## src/rtl/bw_alu_pkg.sv

```systemverilog
`timescale 1ns/1ps
package bw_alu_pkg;

    typedef enum logic [3:0] {
        OP_ADD  = 4'd0,
        OP_ADC  = 4'd1,
        OP_SUB  = 4'd2,
        OP_SBB  = 4'd3,
        OP_CMP  = 4'd4,
        OP_NEG  = 4'd5,
        OP_INC  = 4'd6,
        OP_DEC  = 4'd7,
        OP_AND  = 4'd8,
        OP_OR   = 4'd9,
        OP_XOR  = 4'd10,
        OP_NOT  = 4'd11,
        OP_TEST = 4'd12
    } alu_op_e;

    // how the flag unit treats an operation
    typedef enum logic [1:0] {
        CLS_ARITH,  // all six flags from the adder
        CLS_KEEPC,  // as arith, carry passes through
        CLS_LOGIC,  // carry/overflow/aux cleared
        CLS_HOLD    // flags pass through unchanged
    } flag_cls_e;

    localparam int FLG_CF = 0;
    localparam int FLG_PF = 1;
    localparam int FLG_AF = 2;
    localparam int FLG_ZF = 3;
    localparam int FLG_SF = 4;
    localparam int FLG_OF = 5;
    localparam int FLG_W  = 6;

endpackage

```

## src/rtl/bw_alu_addsub.sv

```systemverilog
`timescale 1ns/1ps
module bw_alu_addsub #(
    parameter int DW = 16
) (
    input  logic          is_word,
    input  logic          do_sub,
    input  logic          cin,
    input  logic [DW-1:0] x_in,
    input  logic [DW-1:0] y_in,
    output logic [DW-1:0] sum_o,
    output logic          cy_o,
    output logic          ax_o,
    output logic          ov_o
);
    localparam int HW = DW / 2;

    logic [DW-1:0] y_eff;
    logic [4:0]    nib_sum;
    logic [HW:0]   half_sum;
    logic [DW:0]   full_sum;
    logic          raw_cy;
    logic          sx, sy, sr;

    always_comb begin
        y_eff    = do_sub ? ~y_in : y_in;
        nib_sum  = {1'b0, x_in[3:0]} + {1'b0, y_eff[3:0]} + {4'b0, cin};
        half_sum = {1'b0, x_in[HW-1:0]} + {1'b0, y_eff[HW-1:0]} + {{HW{1'b0}}, cin};
        full_sum = {1'b0, x_in} + {1'b0, y_eff} + {{DW{1'b0}}, cin};
        if (is_word) begin
            sum_o  = full_sum[DW-1:0];
            raw_cy = full_sum[DW];
            sx     = x_in[DW-1];
            sy     = y_eff[DW-1];
            sr     = full_sum[DW-1];
        end else begin
            sum_o  = {{(DW-HW){1'b0}}, half_sum[HW-1:0]};
            raw_cy = half_sum[HW];
            sx     = x_in[HW-1];
            sy     = y_eff[HW-1];
            sr     = half_sum[HW-1];
        end
        // subtraction reports borrow, the inverse of the adder carry
        cy_o = raw_cy ^ do_sub;
        ax_o = nib_sum[4] ^ do_sub;
        ov_o = (sx == sy) && (sr != sx);
    end

endmodule

```

## src/rtl/bw_alu_logic.sv

```systemverilog
`timescale 1ns/1ps
module bw_alu_logic
    import bw_alu_pkg::*;
#(
    parameter int DW = 16
) (
    input  logic          is_word,
    input  alu_op_e       op_sel,
    input  logic [DW-1:0] a_in,
    input  logic [DW-1:0] b_in,
    output logic [DW-1:0] res_o
);
    localparam int HW = DW / 2;

    logic [DW-1:0] raw;

    always_comb begin
        unique case (op_sel)
            OP_AND, OP_TEST: raw = a_in & b_in;
            OP_OR:           raw = a_in | b_in;
            OP_XOR:          raw = a_in ^ b_in;
            OP_NOT:          raw = ~a_in;
            default:         raw = '0;
        endcase
        res_o = is_word ? raw : {{(DW-HW){1'b0}}, raw[HW-1:0]};
    end

endmodule

```

## src/rtl/bw_alu_flags.sv

```systemverilog
`timescale 1ns/1ps
module bw_alu_flags
    import bw_alu_pkg::*;
#(
    parameter int DW = 16
) (
    input  logic             is_word,
    input  flag_cls_e        cls,
    input  logic [DW-1:0]    res_in,
    input  logic             cy_in,
    input  logic             ax_in,
    input  logic             ov_in,
    input  logic [FLG_W-1:0] flag_prev,
    output logic [FLG_W-1:0] flag_new
);
    localparam int HW = DW / 2;

    logic sgn, zer, par;

    always_comb begin
        sgn = is_word ? res_in[DW-1] : res_in[HW-1];
        zer = (res_in == '0);
        par = ~^res_in[7:0];
        flag_new = flag_prev;
        unique case (cls)
            CLS_ARITH, CLS_KEEPC: begin
                flag_new[FLG_CF] = (cls == CLS_KEEPC) ? flag_prev[FLG_CF] : cy_in;
                flag_new[FLG_AF] = ax_in;
                flag_new[FLG_OF] = ov_in;
                flag_new[FLG_SF] = sgn;
                flag_new[FLG_ZF] = zer;
                flag_new[FLG_PF] = par;
            end
            CLS_LOGIC: begin
                flag_new[FLG_CF] = 1'b0;
                flag_new[FLG_AF] = 1'b0;
                flag_new[FLG_OF] = 1'b0;
                flag_new[FLG_SF] = sgn;
                flag_new[FLG_ZF] = zer;
                flag_new[FLG_PF] = par;
            end
            default: flag_new = flag_prev;
        endcase
    end

endmodule

```

## src/rtl/bw_alu.sv

```systemverilog
`timescale 1ns/1ps
module bw_alu
    import bw_alu_pkg::*;
#(
    parameter int DW = 16
) (
    input  logic             is_word,
    input  logic [3:0]       op_code,
    input  logic [DW-1:0]    opnd_a,
    input  logic [DW-1:0]    opnd_b,
    input  logic [FLG_W-1:0] flag_in,
    output logic [DW-1:0]    alu_res,
    output logic [FLG_W-1:0] flag_out,
    output logic             wr_en
);
    alu_op_e       op_e;
    logic [DW-1:0] x_sel, y_sel;
    logic          do_sub, cin, use_logic, zero_res;
    flag_cls_e     cls;

    logic [DW-1:0] arith_res, logic_res;
    logic          cy, ax, ov;

    // operand routing and control decode
    always_comb begin
        op_e      = alu_op_e'(op_code);
        x_sel     = opnd_a;
        y_sel     = opnd_b;
        do_sub    = 1'b0;
        cin       = 1'b0;
        use_logic = 1'b0;
        zero_res  = 1'b0;
        cls       = CLS_ARITH;
        wr_en     = 1'b1;
        unique case (op_e)
            OP_ADD: ;
            OP_ADC: cin = flag_in[FLG_CF];
            OP_SUB: begin do_sub = 1'b1; cin = 1'b1; end
            OP_SBB: begin do_sub = 1'b1; cin = ~flag_in[FLG_CF]; end
            OP_CMP: begin do_sub = 1'b1; cin = 1'b1; wr_en = 1'b0; end
            OP_NEG: begin
                x_sel  = '0;
                y_sel  = opnd_a;
                do_sub = 1'b1;
                cin    = 1'b1;
            end
            OP_INC: begin
                y_sel = {{(DW-1){1'b0}}, 1'b1};
                cls   = CLS_KEEPC;
            end
            OP_DEC: begin
                y_sel  = {{(DW-1){1'b0}}, 1'b1};
                do_sub = 1'b1;
                cin    = 1'b1;
                cls    = CLS_KEEPC;
            end
            OP_AND, OP_OR, OP_XOR: begin
                use_logic = 1'b1;
                cls       = CLS_LOGIC;
            end
            OP_TEST: begin
                use_logic = 1'b1;
                cls       = CLS_LOGIC;
                wr_en     = 1'b0;
            end
            OP_NOT: begin
                use_logic = 1'b1;
                cls       = CLS_HOLD;
            end
            default: begin
                zero_res = 1'b1;
                cls      = CLS_HOLD;
                wr_en    = 1'b0;
            end
        endcase
    end

    bw_alu_addsub #(.DW(DW)) u_addsub (
        .is_word (is_word),
        .do_sub  (do_sub),
        .cin     (cin),
        .x_in    (x_sel),
        .y_in    (y_sel),
        .sum_o   (arith_res),
        .cy_o    (cy),
        .ax_o    (ax),
        .ov_o    (ov)
    );

    bw_alu_logic #(.DW(DW)) u_logic (
        .is_word (is_word),
        .op_sel  (op_e),
        .a_in    (opnd_a),
        .b_in    (opnd_b),
        .res_o   (logic_res)
    );

    always_comb begin
        if (zero_res)       alu_res = '0;
        else if (use_logic) alu_res = logic_res;
        else                alu_res = arith_res;
    end

    bw_alu_flags #(.DW(DW)) u_flags (
        .is_word   (is_word),
        .cls       (cls),
        .res_in    (alu_res),
        .cy_in     (cy),
        .ax_in     (ax),
        .ov_in     (ov),
        .flag_prev (flag_in),
        .flag_new  (flag_out)
    );

endmodule

```

## config.mk

```make
export PLATFORM = sky130hd
export DESIGN_NAME = bw_alu
export DESIGN_NICKNAME = d
export VERILOG_FILES = /design/src/rtl/bw_alu_pkg.sv /design/src/rtl/bw_alu_addsub.sv /design/src/rtl/bw_alu_logic.sv /design/src/rtl/bw_alu_flags.sv /design/src/rtl/bw_alu.sv
export SDC_FILE = /design/constraint.sdc
export NUM_CORES = 1
export LEC_CHECK = 0
export ABC_AREA = 1
export BUFFER_PORTS_ARGS = -buffer_cell sky130_fd_sc_hd__buf_2
export CAP_MARGIN = 20
export CORE_MARGIN = 3
export CORE_UTILIZATION = 40
export DETAILED_ROUTE_END_ITERATION = 8
export GPL_TIMING_DRIVEN = 0
export PLACE_DENSITY = 0.73
export SETUP_SLACK_MARGIN = 0.3
export SLEW_MARGIN = 20
export SYNTH_ARGS = -nofsm -noshare
export SYNTH_HDL_FRONTEND = slang
export SYNTH_SLANG_ARGS = --single-unit
```

## constraint.sdc

```tcl
create_clock -name vclk -period 9.4
set_input_delay 0.47 -clock vclk [all_inputs]
set_output_delay 0.47 -clock vclk [all_outputs]
set_load 0.01 [all_outputs]
```

### Word-level counts from Yosys, hierarchy flattened

Cells that the tools add are included.

* register bits: 0

* $add $sub $neg: 6
* eq/ne operators: 16
* multiplexer cells: 20
* bitwise logic cells: 8
* reduce and logical (&&, ||, !) cells: 15

Operators with widths (number)
* 16-bit 2-to-1 mux: 6
* 16-bit one-hot mux with 4 select lines: 1
* 16-bit NOT: 2
* 16-bit one-hot mux with 2 select lines: 1
* 4-bit == test (second input constant): 5
* 16-bit by 16-bit adder with 17-bit output: 1
* 17-bit by 1-bit adder with 17-bit output: 1
* 16-bit AND: 1
* 4-bit by 3-bit == test with 1-bit output (second input constant): 4
* 16-bit zero test: 1
* 16-bit bitwise OR: 1
* 16-bit XOR: 1
* 13-bit OR reduction: 1
* 6-bit one-hot mux with 2 select lines: 1
* 11-bit OR reduction: 1
* 5-bit OR reduction: 2
* 8-bit by 8-bit adder with 9-bit output: 1
* 9-bit by 1-bit adder with 9-bit output: 1
* 1-bit 2-to-1 mux: 9
* 4-bit by 2-bit == test with 1-bit output (second input constant): 2
* 4-bit OR reduction: 2
* 8-bit XNOR reduction: 1
* 2-bit one-hot mux with 3 select lines: 1
* 2-bit OR reduction: 3
* other kinds (14): 15

### Logic depth before layout (Yosys ltp)

Gate-level depths: netlist of the first run.

* depth in word-level cells: 12
* gate-level depth with buffers: 28
* mapped depth without buffers: 27

### By module

Synthesis of the first run repeated with hierarchy kept, for this count alone.

* cells, all modules: 584
* area total of the unflattened synthesis: 3265.6 sq um

Modules (own cells, without submodules)
* bw_alu_addsub: times used 1, cells each 191, area an instance 1142.3 sq um
* bw_alu_logic: times used 1, cells each 188, area an instance 1138.6 sq um
* bw_alu: times used 1, cells each 149, area an instance 708.2 sq um
* bw_alu_flags: times used 1, cells each 56, area an instance 276.5 sq um

### Worst setup path after synthesis of the first run

OpenSTA, ideal clock, no wires.

* kind: input port to output port
* start: input port op_code[3]
* end: output port flag_out[1]
* arrival: 3.793 ns
* data required time: 8.930 ns
* path slack: 5.137 ns
* stages on the path: 25
* path through: buf_6 -> nor2_1 -> nand2_1 -> nand2_1 -> inv_1 -> nand2_4 -> buf_4 -> xor2_1 -> fa_1 -> inv_1 -> fa_1 -> nand2_1 -> nand2_1 -> nand3_1 -> nand2_1 -> o21ai_0 -> a21oi_1 -> nor3_1 -> inv_1 -> ha_1 -> xnor2_1 -> xnor2_1 -> nand2_1 -> o21ai_0 -> inv_1

* cells in the longest elaborated chain, start to end: 12
* elaborated cells between the ends (all ways): 44
* classes of those cells: 4 x add/sub; 14 x eq/ne; 13 x mux; 1 x bitwise; 12 x reduce/logical

Ends and longest elaborated chain
* from (decl): line bw_alu.sv:8 `input logic [3:0] op_code,`
* 4-bit by 3-bit == test with 1-bit output: line bw_alu.sv:35 `unique case (op_e)`
* 2-bit OR reduction (no line)
* 16-bit one-hot mux with 2 select lines: line bw_alu.sv:35
* 16-bit NOT: line bw_alu_addsub.sv:25 `y_eff = do_sub ? ~y_in : y_in;`
* 16-bit 2-to-1 mux: line bw_alu_addsub.sv:25
* 16-bit by 16-bit adder with 17-bit output / 8-bit by 8-bit adder with 9-bit output (equally long branches): line bw_alu_addsub.sv:28, bw_alu_addsub.sv:27
* 17-bit by 1-bit adder with 17-bit output / 9-bit by 1-bit adder with 9-bit output (equally long branches): line bw_alu_addsub.sv:28, bw_alu_addsub.sv:27
* 16-bit 2-to-1 mux: line bw_alu_addsub.sv:29 `if (is_word) begin`
* 16-bit 2-to-1 mux: line bw_alu.sv:100 `else if (use_logic) alu_res = logic_res;`
* 16-bit 2-to-1 mux (*): line bw_alu.sv:99 `if (zero_res) alu_res = '0;`
* named net alu_res[6]: line bw_alu.sv:12 `output logic [DW-1:0] alu_res,`
* 8-bit XNOR reduction (*): line bw_alu_flags.sv:23 `par = ~^res_in[7:0];`
* 6-bit one-hot mux with 2 select lines (*): line bw_alu_flags.sv:25 `unique case (cls)`
* to (decl): line bw_alu.sv:13 `output logic [FLG_W-1:0] flag_out,`

Mark *: on every way through the listed nets, which the timed path passes. The rest lies on a longest branch.

### Worst setup path after layout of the first run

* start: input port op_code[3]
* end: output port flag_out[1]

* cells in the longest elaborated chain, start to end: 12
* elaborated cells between the ends (all ways): 44
* classes of those cells: 4 x add/sub; 14 x eq/ne; 13 x mux; 1 x bitwise; 12 x reduce/logical

Ends and longest elaborated chain (line)
* 4-bit by 3-bit == test with 1-bit output: bw_alu.sv:35
* 2-bit OR reduction (no line)
* 16-bit one-hot mux with 2 select lines: bw_alu.sv:35
* 16-bit NOT: bw_alu_addsub.sv:25
* 16-bit 2-to-1 mux: bw_alu_addsub.sv:25
* 16-bit by 16-bit adder with 17-bit output / 8-bit by 8-bit adder with 9-bit output (equally long branches): bw_alu_addsub.sv:28, bw_alu_addsub.sv:27
* 17-bit by 1-bit adder with 17-bit output / 9-bit by 1-bit adder with 9-bit output (equally long branches): bw_alu_addsub.sv:28, bw_alu_addsub.sv:27
* 16-bit 2-to-1 mux: bw_alu_addsub.sv:29
* 16-bit 2-to-1 mux: bw_alu.sv:100
* 16-bit 2-to-1 mux: bw_alu.sv:99
* 8-bit XNOR reduction: bw_alu_flags.sv:23
* 6-bit one-hot mux with 2 select lines (*): bw_alu_flags.sv:25

Mark *: on every way between the ends. The rest lies on a longest branch, timed or not.

==> flow_summary.toml, run 1 <==
[global_routing]
grt_pass1_vias = 3352
grt_pass1_wl_um = 15600
grt_usage_pct = 21.9
overflow = 0
grt_max_degree = 11
antenna_found_initial = 0

[placement]
dpl.hpwl_um = 8010
postPlaceCellArea_sq_um = 3450
post-place-ws_ns = 4.51
port_buffers = 66
gp_congestion = 0.955

[die]
die_x_um = 92.6
die-area_sq_um = 8580
row_count = 30
coreArea_sq_um = 7020
die_y_um = 92.6
ios = 66
start_util_pct = 42.8

[final_layout]
area_growth_pct = 15.0
antenna_cells = 0
seq_cells = 0
seq_area_sq_um = 0
clockBufferCount = 0
nNetsFinal = 731
final_area_sq_um = 3450
drive_gt1_share_pct = 14.5

[routing]
totalWireLength_um = 9480
drc = 0
ant_nets = 0
avgRoutedWirePerCell_um = 13.0
vias_per_cell = 5.02
first_pass_iters = 5
num_vias = 3658
first_iter_violations = 245

[power]
p_leak_nw = 2.25
pwr_density_cell_nw_per_um2 = 88.8
irDropWorstVdd_mv = 0.0300
total_power_mw = 0.307

[critical_path]
worstSetupPathType = "in2out"
critical_path_arrival_ns = 4.47
crit_path_start_kind = "input port"
crit_path_end_kind = "primary output"
crit_path_max_fanout = 10
required_ns = 8.93

[synthesis]
ys_seq_area_share_pct = 0
muxShareOfSynthArea_pct = 0
synth_cell_types = 32
syn_area_sq_um = 3000
synth_top_family_by_area = "simple AND/OR/NAND/NOR gates"
synth_nets = 663
synthCells = 567
synthSimpleGateAreaFrac_pct = 41.7
yosys_warnings = 0
synthXorXnorAreaFrac_pct = 6.13
syn_avg_cell_area_sq_um = 5.29
synth_compound_area_share_pct = 12.3
yosys.area_share.adder_pct = 22.6

[hold_path]
hold_class = "in2out"
hold_depth = 4

[clock_tree]
cts-resized-gates = 0
cts_setup_buffers = 0
cts_hold_buf = 0

[timing]
tightest_slew_ns = 0.598
slew_viol_final = 0
setup_viol_count_final = 0
setup_ws_ns = 4.46
timing.final.crit_share_pct = 52.5
max_freq_ghz = 0.203
min_period_ns = 4.94
max_slew_margin_pct = 60.1
rsz0062_at_grt = "false"
finalHoldViolations = 0
setup_tns_ns = 0

[run_status]
status = "completed"

[run]
drv_cap = 0
==> layout by cell type (no fill, tap or decap), drive strengths merged, types with 3 or more instances in the layout <==
cell and n:
a221oi 4, nor2 51, o22ai 13, nand2 198
buf 76, inv 117, ha 51, xor2 17
xnor2 4, nand3 32, a21oi 16, nand4 3
nor3 11, o21ai 28
==> kinds of logic (layout without fill, tap and decap cells) <==
family | Yosys count | count (layout)
simple gates | 301 | 301
buf+inv | 128 | 194
compound gates | 64 | 64
fa+ha+maj | 53 | 53
xor+xnor | 21 | 21
==> path summary, 6_finish.rpt <==
| path | from | end |
|---|---|---|
| worst max-delay path | op_code[3] | flag_out[1] |
| worst min-delay path | flag_in[4] | flag_out[4] |
==> per-stage QoR <==
stage          utilization, %  hold slack (ns)  cells
6_report                 49.2             1.22    729
5_1_grt                  49.2             1.24    729
4_1_cts                  49.2             1.22    729
3_5_place_dp             49.2             1.22    729
3_3_place_gp             49.2             1.22    729
2_1_floorplan               -             1.01    567
==> critical path: stages <==
cell and delay [ns]:
buf_2 0.11, buf_6 0.14, nor2_1 0.20, nand2_1 0.08
nand2_1 0.07, inv_1 0.07, nand2_4 0.14, buf_4 0.26
xor2_1 0.22, fa_1 0.21, inv_1 0.09, fa_1 0.41
nand2_1 0.11, nand2_1 0.06, nand3_1 0.07, nand2_1 0.11
o21ai_0 0.18, a21oi_1 0.07, nor3_1 0.24, inv_1 0.08
ha_1 0.30, xnor2_1 0.28, xnor2_1 0.16, nand2_1 0.07
o21ai_0 0.07, inv_1 0.05, buf_2 0.13
==> metal layers <==
layer  up-vias  share of wire [%]  track usage, %
li1       1897                  -               -
met1      1628                 46            30.3
met2       129                 47            39.6
met4         0               0.80            1.34
met3         4                6.9           0.325
met5         -                  0               0
==> where the power goes <==
| group | internal, mW | total [mW] | switching, mW |
|---|---|---|---|
| Combinational | 0.116 | 0.307 | 0.191 |
| Sequential | 0 | 0 | 0 |
| Clock | 0 | 0 | 0 |
==> cell usage after synthesis <==
| cell type | number | area share (%) |
|---|---|---|
| o221ai_1 | 1 | 0.29 |
| nand4_1 | 3 | 0.63 |
| nor2_2 | 2 | 0.42 |
| buf_2 | 2 | 0.33 |
| nor2_4 | 1 | 0.38 |
| a221oi_1 | 4 | 1.2 |
| inv_2 | 4 | 0.50 |
| clkbuf_1 | 1 | 0.12 |
| nand2_2 | 3 | 0.63 |
| o21ai_0 | 25 | 4.2 |
| fa_1 | 2 | 1.3 |
| inv_1 | 113 | 14 |
| xnor2_1 | 4 | 1.2 |
| xor2_1 | 17 | 5.0 |
| ha_1 | 51 | 21 |
| a211oi_1 | 1 | 0.25 |
| nor2_8 | 1 | 0.67 |
| buf_4 | 5 | 1.3 |
| o22ai_1 | 13 | 2.7 |
| nand2_1 | 194 | 24 |
| nand3b_1 | 2 | 0.50 |
| nand2_4 | 1 | 0.38 |
| buf_1 | 1 | 0.12 |
| a31oi_1 | 1 | 0.21 |
| or2_2 | 2 | 0.42 |
| a21oi_1 | 16 | 2.7 |
| and2_1 | 2 | 0.42 |
| nand3_1 | 32 | 5.3 |
| buf_6 | 2 | 0.75 |
| nor3_1 | 11 | 1.8 |
| o21ai_2 | 3 | 0.88 |
| nor2_1 | 47 | 5.9 |
==> area by class of cell <==
class	count	area (sq um)
repair buffers	66	330
plain buffers	11	77.6
inverters	117	439
well taps	96	120
fillers	790	3570
multi-input cells	439	2480
Note: power is estimated with default switching activity, not from simulation.
==> inputs of run 2 (changes only) <==
clock period = 4.7 ns   (was 9.4 ns; I/O delays follow)
==> flow_summary.toml, run 2 (synthesis gave the netlist of run 1 again) <==
[routing]
totalWireLength_um = 9620
drc = 0
ant_nets = 0
first_iter_violations = 235
vias_per_cell = 5.04
first_pass_iters = 4
num_vias = 3677
avgRoutedWirePerCell_um = 13.2

[final_layout]
final_area_sq_um = 3520
area_growth_pct = 17.4
antenna_cells = 0
clockBufferCount = 0
layout_common_cells = "nand2_1 (193), inv_1 (113), buf_2 (67), ha_1 (50), nor2_1 (44)"
seq_cells = 0
postLayoutCoreUtil_pct = 50.2
drive_gt1_share_pct = 16.7
fill_cells = 779
seq_area_sq_um = 0
nNetsFinal = 731
layout_commonest_cell = "nand2_1"

[critical_path]
crit_path_start_kind = "input port"
critical_path_arrival_ns = 3.90
required_ns = 4.47
worstSetupPathType = "in2out"
crit_path_end_kind = "primary output"
crit_path_max_fanout = 10

[run_status]
status = "completed"

[placement]
dpl.hpwl_um = 8010
postPlaceCellArea_sq_um = 3450
gp_congestion = 0.955
port_buffers = 66
post-place-ws_ns = 0.282

[timing]
max_slew_margin_pct = 75.5
min_period_ns = 4.13
tightest_slew_ns = 0.365
timing.final.crit_share_pct = 87.9
slew_viol_final = 0
setup_viol_count_final = 0
finalHoldViolations = 0
setup_tns_ns = 0
setup_ws_ns = 0.567
max_freq_ghz = 0.242
rsz0062_at_grt = "false"

[clock_tree]
cts_setup_buffers = 0

[global_routing]
grt_pass1_wl_um = 15700
antenna_found_initial = 0
grt_max_degree = 11
grt_usage_pct = 22.0
grt_pass1_vias = 3360
overflow = 0

[power]
p_switching_mw = 0.396
pwr_density_cell_nw_per_um2 = 182
p_int_mw = 0.245
irDropWorstVdd_mv = 0.0619
p_leak_nw = 2.26
p_seq_share_pct = 0
p_comb_share_pct = 100.0
clkPwrFrac_pct = 0
swShare_pct = 61.8

[die]
row_count = 30
ios = 66
die_x_um = 92.6
coreArea_sq_um = 7020
start_util_pct = 42.8
die-area_sq_um = 8580
die_y_um = 92.6

[hold_path]
hold_class = "in2out"

[run]
drv_cap = 0
-- run 2: changes by cell type in the layout (fill, tap and decap cells not counted), moves of 2 or more --
cell,delta
clkbuf_2,+2
nor2_1,-3
nor2_2,+2
xor2_1,-3
xor2_2,+3
-- run 2: path summary, 6_finish.rpt --
check	cells past startpoint	startpoint	to
min	4	flag_in[4]	flag_out[4]
max	24	op_code[0]	flag_out[1]
-- run 2: area by class of cell --
| class | count | area [sq um] | share of cell area [%] |
|---|---|---|---|
| timing repair buffer | 66 | 330 | 9.38 |
| buffer | 11 | 90.1 | 2.56 |
| inverter | 117 | 439 | 12.5 |
| tap | 96 | 120 | 3.41 |
| multi-input combinational | 439 | 2540 | 72.2 |
-- run 2: through the flow --
step / total power [mW] / hold slack (ns) / std cells
6_report: 0.641 / 0.753 / 729
5_1_grt: 0.725 / 0.782 / 729
4_1_cts: 0.619 / 0.753 / 729
3_5_place_dp: 0.607 / 0.754 / 729
3_3_place_gp: 0.596 / 0.750 / 729
2_1_floorplan: 0.436 / 0.541 / 567
-- run 2: what timing repair did --
action | in CTS | in global routing
setup endpoints to repair | 1 | 2
hold buffers | 0 | 0
gates resized for setup | 1 | 19
endpoints found under the hold margin | 0 | 0
pin swaps | 0 | 1
-- run 2: layer usage --
layer  share of wire, %  track usage (%)  wire length (um)
met1                 45             30.3              4360
met2                 47             39.9              4560
met3                6.5            0.325               625
met4               0.79             1.34                76
met5                  0                0                 0
-- run 2: power groups by stage --
stage / logic, mW / clock network, mW / registers (mW)
2_1_floorplan: 0.436 / 0 / 0
3_3_place_gp: 0.596 / 0 / 0
3_5_place_dp: 0.607 / 0 / 0
4_1_cts: 0.619 / 0 / 0
5_1_grt: 0.725 / 0 / 0
6_report: 0.641 / 0 / 0
-- run 2: critical path, stage by stage --
cell     delay (ns)
buf_2          0.12
inv_1          0.10
nand2_1        0.12
nand2_1        0.09
nand2_1        0.06
inv_1          0.11
nand2_4        0.12
buf_8          0.19
xor2_2         0.18
fa_1           0.43
inv_1          0.15
fa_2           0.25
nand3_1        0.09
nand2_1        0.19
xnor2_1        0.09
o21ai_0        0.21
inv_1          0.08
ha_1           0.34
xnor2_2        0.25
xnor2_1        0.15
nand2_1        0.07
o21ai_0        0.07
inv_1          0.05
buf_2          0.14
